$ cat src/rtl/sdm3_pkg.sv
package sdm3_pkg;
    // Width of the signed per-cycle correction (covers -3..+4)
    localparam int OFF_W   = 4;
    localparam int NSTAGE  = 3;
    localparam int OFF_MIN = -3;
    localparam int OFF_MAX = 4;
endpackage

$ cat src/rtl/sdm3_stage.sv
module sdm3_stage #(
    parameter int MOD      = 130,
    parameter int ACC_W    = 8,
    parameter bit SCALABLE = 1'b1
) (
    input  logic [ACC_W-1:0] acc_q,
    input  logic [ACC_W-1:0] addend,
    input  logic             scale,
    output logic [ACC_W-1:0] acc_d,
    output logic             carry
);
    localparam logic [ACC_W:0] MODV = (ACC_W+1)'(MOD);

    logic [ACC_W:0]   sum_w;
    logic [ACC_W:0]   wrap_w;
    logic [ACC_W-1:0] alt_val;

    always_comb begin
        sum_w  = {1'b0, acc_q} + {1'b0, addend};
        carry  = (sum_w >= MODV);
        wrap_w = carry ? (sum_w - MODV) : sum_w;
    end

    generate
        if (SCALABLE) begin : g_dbl
            logic [ACC_W:0] dbl_w;
            logic [ACC_W:0] dbl_wrap;
            always_comb begin
                dbl_w    = {acc_q, 1'b0};
                dbl_wrap = (dbl_w >= MODV) ? (dbl_w - MODV) : dbl_w;
                alt_val  = dbl_wrap[ACC_W-1:0];
            end
        end else begin : g_hold
            always_comb alt_val = acc_q;
        end
    endgenerate

    always_comb acc_d = scale ? alt_val : wrap_w[ACC_W-1:0];
endmodule

$ cat src/rtl/sdm3_shaper.sv
module sdm3_shaper
    import sdm3_pkg::*;
(
    input  logic                    c1,
    input  logic                    c2,
    input  logic                    c3,
    input  logic                    c2_h,
    input  logic                    c3_h1,
    input  logic                    c3_h2,
    output logic signed [OFF_W-1:0] offset
);
    logic signed [OFF_W-1:0] t1, t2a, t2b, t3a, t3b, t3c;

    always_comb begin
        t1     = $signed({{(OFF_W-1){1'b0}}, c1});
        t2a    = $signed({{(OFF_W-1){1'b0}}, c2});
        t2b    = $signed({{(OFF_W-1){1'b0}}, c2_h});
        t3a    = $signed({{(OFF_W-1){1'b0}}, c3});
        t3b    = $signed({{(OFF_W-2){1'b0}}, c3_h1, 1'b0});
        t3c    = $signed({{(OFF_W-1){1'b0}}, c3_h2});
        offset = t1 + (t2a - t2b) + (t3a - t3b + t3c);
    end
endmodule

$ cat src/rtl/sdm3_mod.sv
module sdm3_mod
    import sdm3_pkg::*;
#(
    parameter int MOD    = 130,
    parameter int FRAC_W = 7,
    parameter int INT_W  = 8,
    localparam int ACC_W = $clog2(MOD),
    localparam int OUT_W = INT_W + 1
) (
    input  logic              clk,
    input  logic              rst,
    input  logic [INT_W-1:0]  n_int,
    input  logic [FRAC_W-1:0] frac,
    input  logic              scale,
    output logic [OUT_W-1:0]  div_o
);
    typedef struct packed {
        logic [ACC_W-1:0] acc1;
        logic [ACC_W-1:0] acc2;
        logic [ACC_W-1:0] acc3;
        logic             c2_h;
        logic             c3_h1;
        logic             c3_h2;
        logic [OUT_W-1:0] div;
    } state_t;

    localparam int FMAX = MOD - 1;

    state_t st_d, st_q;

    logic [ACC_W-1:0] acc_cur [NSTAGE];
    logic [ACC_W-1:0] acc_nxt [NSTAGE];
    logic [ACC_W-1:0] addend  [NSTAGE];
    logic             carry   [NSTAGE];
    logic [ACC_W-1:0] frac_lim;
    logic signed [OFF_W-1:0] offset;
    logic signed [OUT_W:0]   total;

    always_comb begin
        frac_lim   = (int'(frac) > FMAX) ? ACC_W'(FMAX) : ACC_W'(frac);
        acc_cur[0] = st_q.acc1;
        acc_cur[1] = st_q.acc2;
        acc_cur[2] = st_q.acc3;
        addend[0]  = frac_lim;
        addend[1]  = acc_nxt[0];
        addend[2]  = acc_nxt[1];
    end

    generate
        for (genvar g = 0; g < NSTAGE; g++) begin : g_stage
            sdm3_stage #(
                .MOD      (MOD),
                .ACC_W    (ACC_W),
                .SCALABLE (g != 0)
            ) u_stage (
                .acc_q  (acc_cur[g]),
                .addend (addend[g]),
                .scale  (scale),
                .acc_d  (acc_nxt[g]),
                .carry  (carry[g])
            );
        end
    endgenerate

    sdm3_shaper u_shaper (
        .c1     (carry[0]),
        .c2     (carry[1]),
        .c3     (carry[2]),
        .c2_h   (st_q.c2_h),
        .c3_h1  (st_q.c3_h1),
        .c3_h2  (st_q.c3_h2),
        .offset (offset)
    );

    always_comb begin
        st_d      = st_q;
        st_d.acc1 = acc_nxt[0];
        st_d.acc2 = acc_nxt[1];
        st_d.acc3 = acc_nxt[2];
        total     = $signed({2'b00, n_int}) + {{(OUT_W+1-OFF_W){offset[OFF_W-1]}}, offset};
        if (!scale) begin
            st_d.c2_h  = carry[1];
            st_d.c3_h1 = carry[2];
            st_d.c3_h2 = st_q.c3_h1;
            st_d.div   = total[OUT_W-1:0];
        end
    end

    always_ff @(posedge clk) begin
        if (rst) st_q <= '0;
        else     st_q <= st_d;
    end

    assign div_o = st_q.div;
endmodule

$ cat config.mk
export PLATFORM = sky130hd
export DESIGN_NAME = sdm3_mod
export DESIGN_NICKNAME = d
export VERILOG_FILES = /design/src/rtl/sdm3_pkg.sv /design/src/rtl/sdm3_stage.sv /design/src/rtl/sdm3_shaper.sv /design/src/rtl/sdm3_mod.sv
export SDC_FILE = /design/constraint.sdc
export NUM_CORES = 1
export LEC_CHECK = 0
export CAP_MARGIN = 10
export CELL_PAD_IN_SITES_DETAIL_PLACEMENT = 0
export CELL_PAD_IN_SITES_GLOBAL_PLACEMENT = 1
export CORE_ASPECT_RATIO = 1.2
export CORE_UTILIZATION = 41
export DETAILED_ROUTE_END_ITERATION = 6
export GPL_ROUTABILITY_DRIVEN = 0
export PLACE_DENSITY_LB_ADDON = 0.1
export SYNTH_ARGS = -nofsm -noshare
export SYNTH_HDL_FRONTEND = slang
export SYNTH_SLANG_ARGS = --single-unit
$ cat constraint.sdc
create_clock -name clk -period 10.3 [get_ports clk]
set_input_delay 2.575 -clock clk [delete_from_list [all_inputs] [get_ports clk]]
set_output_delay 2.575 -clock clk [all_outputs]
set_load 0.05 [all_outputs]
==> run_results.csv, run 1 <==
group,metric,value,unit
outcome,status,"finished, violations left",
outcome,violations,"setup timing",
cts,htreeDepth,2,
logic_synthesis,netlist_instances,507,
global_route,grt_pass1_vias,4806,
logic_synthesis,synth_top_cell_area_share,17.9,%
critical_path,cp-end-kind,"flop",
floorplan,core,9560,sq um
cells_and_area,drive_gt1_share,41.4,%
sta,fin_ws,-0.0653,ns
sta,fmax,0.0965,GHz
cts,cts.path.max_buffers,2,
logic_synthesis,async_flop_share,0,%
critical_path,crit_family,"compound AO/OA/AOI/OAI gates",
power_and_ir_drop,power_leakage,2.79,nW
cts,root_buffer,"clkbuf_16",
logic_synthesis,syn_area_per_cell,7.96,sq um
route,ant_nets,0,
logic_synthesis,syn_nets,575,
cells_and_area,final_cell_mix,"156 x buf_4, 44 x nand2_1, 44 x nor2_1, 36 x dfxtp_1, 31 x ha_1",
route,post-route-drc-count,0,
logic_synthesis,synthTopCellsByArea,"dfxtp_1 18%, ha_1 14%, nor2_1 4.5%",
sta,tightest_slew,0.526,ns
global_route,grt_busiest_layer,"met2",
global_route,grtUsageTotal,27.3,%
floorplan,die_y,111,um
floorplan,initial_core_util,42.2,%
route,first_pass_iters,5,
power_and_ir_drop,p_per_area,404,nW/um^2
cells_and_area,postLayoutCoreUtil,67.5,%
critical_path,crit_type,"input pin to flop",
global_route,antenna_found_initial,0,
route,routedWlPerCell,17.0,um
global_route,grt_overflow,0,
power_and_ir_drop,ir_drop,0.000255,V
cells_and_area,syn_to_final_growth,59.9,%
cells_and_area,final_common_cell,"buf_4",
floorplan,num_rows,39,
global_route,grtUsageMet2,51.8,%
logic_synthesis,synth_top_area_cell,"dfxtp_1",
logic_synthesis,synth_seq_cells,36,
cts,cts_sinks,36,
cells_and_area,final_nets,753,
placed_design,hpwl,10000,um
sta,clock_skew,0.00782,ns
logic_synthesis,ys_types,81,
floorplan,die_w,92.5,um
logic_synthesis,synth_area,4030,sq um
critical_path,required,10.48,ns
sta,setup_violations,2,
sta,rsz0062_at_grt,"true",
sta,whs,0.471,ns
global_route,met3_usage,3.29,%
run,drv_cap,0,
route,finalWirelength,13700,um
cts,cts_tree,"built",
sta,post-route-min-period,10.37,ns
global_route,grt_max_degree,37,
hold_path,hp-class,"flop to flop",
sta,finalHoldViolCount,0,
logic_synthesis,ys_warn_count,0,
route,num_vias,4544,
cts,clk_pin_slew_worst_paths,0.06,ns
sta,timing.final.crit_share,101,%
logic_synthesis,synth_edf_count,0,
cts,cts_hold_buf,0,
global_route,use_met1,29.9,%
critical_path,slowest_delay,0.45,ns
critical_path,crit_slowest_cell,"a2111oi_4",
sta,maxSlewViolCount,0,
cts,clkLatencyLatePin,0.29,ns
placed_design,port-buffer-count,26,
cells_and_area,n_antenna_cell,0,
route,viasPerCell,5.62,
logic_synthesis,ys_seq_area_share,17.9,%
sta,max-slew-margin-rel,64.0,%
critical_path,cp_num_buf_inv,3,
logic_synthesis,ys.flop_type,"dfxtp_1",
cts,cts_buffers,5,
floorplan,die-area,10200,sq um
critical_path,startpoint_type,"input pin",
critical_path,crit_arrival,10.55,ns
floorplan,pin_count,27,
critical_path,crit_path_frequent_cell,"or3_4",
route,drtIter0Drc,176,
global_route,grt_pass1_wl,22400,um
critical_path,critPathMaxFanout,5,
==> state kept, by name, indices dropped and copies added, names as in the netlist <==
signal / cells
st_q: 3
div_o: 9
acc_cur: 24
==> final cells by class <==
type                       instances  area (sq um)
clock inverter                     2          10.0
clock buffer                       6           139
fill                             828          3110
tap                              123           154
inverter                          27           101
sequential                        36           721
timing repair buffer             187          1480
multi-input combinational        428          3840
==> path summary, 6_finish.rpt <==
path                                   from  endpoint  slack (ns)  depth (start not counted)
worst min register to register     div_o[5]  div_o[5]        0.47                          2
worst min-delay path               div_o[5]  div_o[5]        0.47                          2
worst max register to register  acc_cur[16]  div_o[8]        1.97                         35
worst max-delay path                frac[0]  div_o[8]       -0.07                         36
==> what timing repair did <==
action	in CTS	in global routing
setup endpoints to repair	8	6
resized for setup	79	51
setup buffers	20	13
pin swaps	57	63
==> power by group <==
part	switching [mW]	internal, mW
sequential	0.0490	0.185
combinational	1.09	1.13
clock	0.0611	0.0954
total	1.20	1.41
==> synth_stat cells, types with 6 or more instances <==
master	instances
xor2_1	12
o21a_1	8
nand2_1	45
and2_1	8
ha_1	44
dfxtp_1	36
or3_1	12
mux2i_1	6
a2111oi_0	6
a21o_1	6
fa_1	6
o21ai_0	17
a211oi_1	13
a21oi_1	33
xnor2_1	16
inv_1	27
clkbuf_1	12
nor3_1	16
nor2_1	48
nand3_1	17
==> worst min-delay path: cells and delay by family (launching register included) <==
kind | cells | cell delay, ns
compound gates | 1 | 0.05
simple gates | 1 | 0.06
flops | 1 | 0.31
==> stage by stage <==
stage          worst slack [ns]  area (sq um)  total power, mW  cells  TNS (ns)
6_report                -0.0653          6450             2.61    809    -0.110
5_1_grt                  -0.401          6450             2.81    809     -1.60
4_1_cts                 0.00283          6140             2.39    797         0
3_5_place_dp             -0.927          5400             1.98    770     -5.08
3_3_place_gp             -0.768          5400             1.95    770     -4.09
2_1_floorplan           -0.0137          4080             1.29    507   -0.0137
==> per-layer routing <==
metal | up-vias | share of wire, %
li1 | 2263 | -
met1 | 2172 | 41
met2 | 82 | 55
met3 | 27 | 1.8
met4 | 0 | 3.2
met5 | - | 0
==> cell families after synthesis <==
logic type	Yosys count	share of synthesized area [%]
and+or+nand+nor	190	24.7
AOI/OAI and AO/OA	151	28.3
adders and majority gates	50	16.6
buffers and inverters	43	4.00
DFF	36	17.9
xor gates and xnor gates	29	6.48
muxes	8	2.05
Note: power is estimated with default switching activity, not from simulation.
==> inputs of run 2 (changes only) <==
--- a/config.mk
+++ b/config.mk
@@ -8,10 +8,11 @@
 export CAP_MARGIN = 10
 export CELL_PAD_IN_SITES_DETAIL_PLACEMENT = 0
 export CELL_PAD_IN_SITES_GLOBAL_PLACEMENT = 1
-export CORE_ASPECT_RATIO = 1.2
+export CORE_ASPECT_RATIO = 1.5
 export CORE_UTILIZATION = 41
 export DETAILED_ROUTE_END_ITERATION = 6
 export GPL_ROUTABILITY_DRIVEN = 0
+export MAX_ROUTING_LAYER = met4
 export PLACE_DENSITY_LB_ADDON = 0.1
 export SYNTH_ARGS = -nofsm -noshare
 export SYNTH_HDL_FRONTEND = slang
==> run_results.csv, run 2 (same netlist as run 1, synthesis figures left out) <==
group,metric,value,unit
hold_path,hp-class,"flop to flop",
power_and_ir_drop,ir_drop,0.000365,V
floorplan,core,9630,sq um
global_route,grt_pass1_wl,22000,um
route,post-route-drc-count,0,
hold_path,min_from,"div_o[2]",
critical_path,startpoint_type,"input pin",
sta,max-slew-margin-rel,56.3,%
critical_path,r2r_slack,2.10,ns
route,num_vias,4686,
route,wl_met3,393,um
route,top_layer_used,"met4",
route,viasPerCell,5.86,
cells_and_area,n_antenna_cell,0,
cells_and_area,multi_input_area,3740,sq um
global_route,antenna_found_initial,0,
critical_path,crit_type,"input pin to flop",
route,ant_nets,0,
placed_design,hpwl,10300,um
cells_and_area,final_cell_mix,"158 x buf_4, 45 x nor2_1, 44 x nand2_1, 36 x dfxtp_1, 32 x ha_1",
route,first_pass_iters,4,
cells_and_area,final_common_cell,"buf_4",
critical_path,r2r_end,"div_o[8]",
global_route,grt_max_degree,37,
global_route,grt_overflow,0,
cts,cts_sinks,36,
route,routedWlPerCell,17.8,um
sta,setup_violations,0,
cells_and_area,drive_gt1_share,39.9,%
power_and_ir_drop,p_total,2.66,mW
sta,maxSlewViolCount,0,
critical_path,critPathMaxFanout,6,
sta,clock_skew,0.00462,ns
route,wl_met1,5140,um
power_and_ir_drop,p_per_area,420,nW/um^2
cells_and_area,largest_reg_flops,24,
hold_path,hold-path-cell-count,2,
cts,clkLatencyLatePin,0.29,ns
sta,timing.final.crit_share,99.5,%
sta,fmax,0.0976,GHz
sta,post-route-min-period,10.24,ns
cts,cts_hold_buf,0,
cells_and_area,final_area,6340,sq um
critical_path,reg2regPathDepth,34,
global_route,grt_pass1_vias,4683,
cells_and_area,register_area,721,sq um
power_and_ir_drop,power_leakage,2.77,nW
sta,finalHoldViolCount,0,
sta,whs,0.458,ns
cts,cts_tree,"built",
cts,clk_pin_slew_worst_paths,0.06,ns
critical_path,cp-end-kind,"flop",
route,wl_met2,7970,um
critical_path,timing.rr.start,"acc_cur[16]",
floorplan,die_w,83.0,um
placed_design,place_area,5300,sq um
route,drtIter0Drc,138,
hold_path,hold_end,"div_o[2]",
floorplan,die_y,123,um
run,drv_cap,0,
sta,rsz0062_at_grt,"true",
critical_path,crit_slowest_cell,"or4b_1",
cells_and_area,final_nets,752,
placed_design,port-buffer-count,26,
sta,tightest_slew,0.639,ns
critical_path,crit_arrival,10.42,ns
floorplan,num_rows,44,
critical_path,required,10.48,ns
cells_and_area,syn_to_final_growth,57.1,%
critical_path,slowest_delay,0.55,ns
floorplan,pin_count,27,
route,finalWirelength,14200,um
cells_and_area,fillers,844,
global_route,grtUsageTotal,27.8,%
floorplan,initial_core_util,41.9,%
floorplan,die-area,10200,sq um
cts,htreeDepth,2,
outcome,status,"completed",
cts,cts.path.max_buffers,2,
cts,cts_buffers,5,
cts,root_buffer,"clkbuf_16",
[run 2: how the worst max path moves through the flow]
stage | cells after the start | startpoint | slack [ns] | to
final | 34 | frac[3] | 0.06 | div_o[8]
after global routing | 38 | frac[0] | -0.29 | div_o[8]
after CTS | 34 | frac[1] | -0.03 | div_o[8]
after detailed placement | 35 | frac[0] | -0.86 | div_o[8]
after global placement | 35 | frac[0] | -0.71 | div_o[8]
after floorplan | 34 | frac[0] | -0.01 | div_o[8]
[run 2: per-stage QoR]
step / util [%] / setup TNS [ns] / instances / setup WS (ns)
5_1_grt: 65.8 / -0.723 / 800 / -0.291
3_5_place_dp: 55.0 / -4.90 / 750 / -0.856
2_1_floorplan: - / -0.0137 / 507 / -0.0137
4_1_cts: 62.5 / -0.0316 / 786 / -0.0316
3_3_place_gp: 55.0 / -3.82 / 750 / -0.710
6_report: 65.8 / 0 / 800 / 0.0563
[run 2: area by class of cell]
type / instances / area share [%]
Timing Repair Buffer: 186 / 23.1
Inverter: 27 / 1.64
Sequential cell: 36 / 11.4
Clock buffer: 5 / 1.97
Tap cell: 115 / 2.27
Clock inverter: 3 / 0.671
Multi-Input combinational cell: 428 / 59.0
[run 2: report_power, final]
part | switching (mW) | internal (mW)
combinational | 1.08 | 1.16
sequential | 0.0496 | 0.185
clock | 0.0677 | 0.114
total | 1.20 | 1.46
[run 2: per-layer routing]
| layer | track usage (%) | up-vias |
|---|---|---|
| met1 | 25.3 | 2253 |
| met2 | 55.2 | 112 |
| met4 | 15.3 | 0 |
| met3 | 3.94 | 54 |
| li1 | - | 2267 |
| met5 | - | - |
[run 2: what timing repair did]
| item | CTS | global route |
|---|---|---|
| buffers inserted | 28 | 14 |
| resized for setup | 69 | 39 |
| endpoints found under the setup margin | 7 | 8 |
| pin swaps | 45 | 37 |
[run 2: critical path: cells and delay by family]
family | cells | cell delay, ns
simple gates | 11 | 2.59
compound gates | 11 | 2.21
fa+ha+maj | 6 | 1.59
buf+inv | 2 | 0.63
xor+xnor | 3 | 0.50
mux | 1 | 0.29
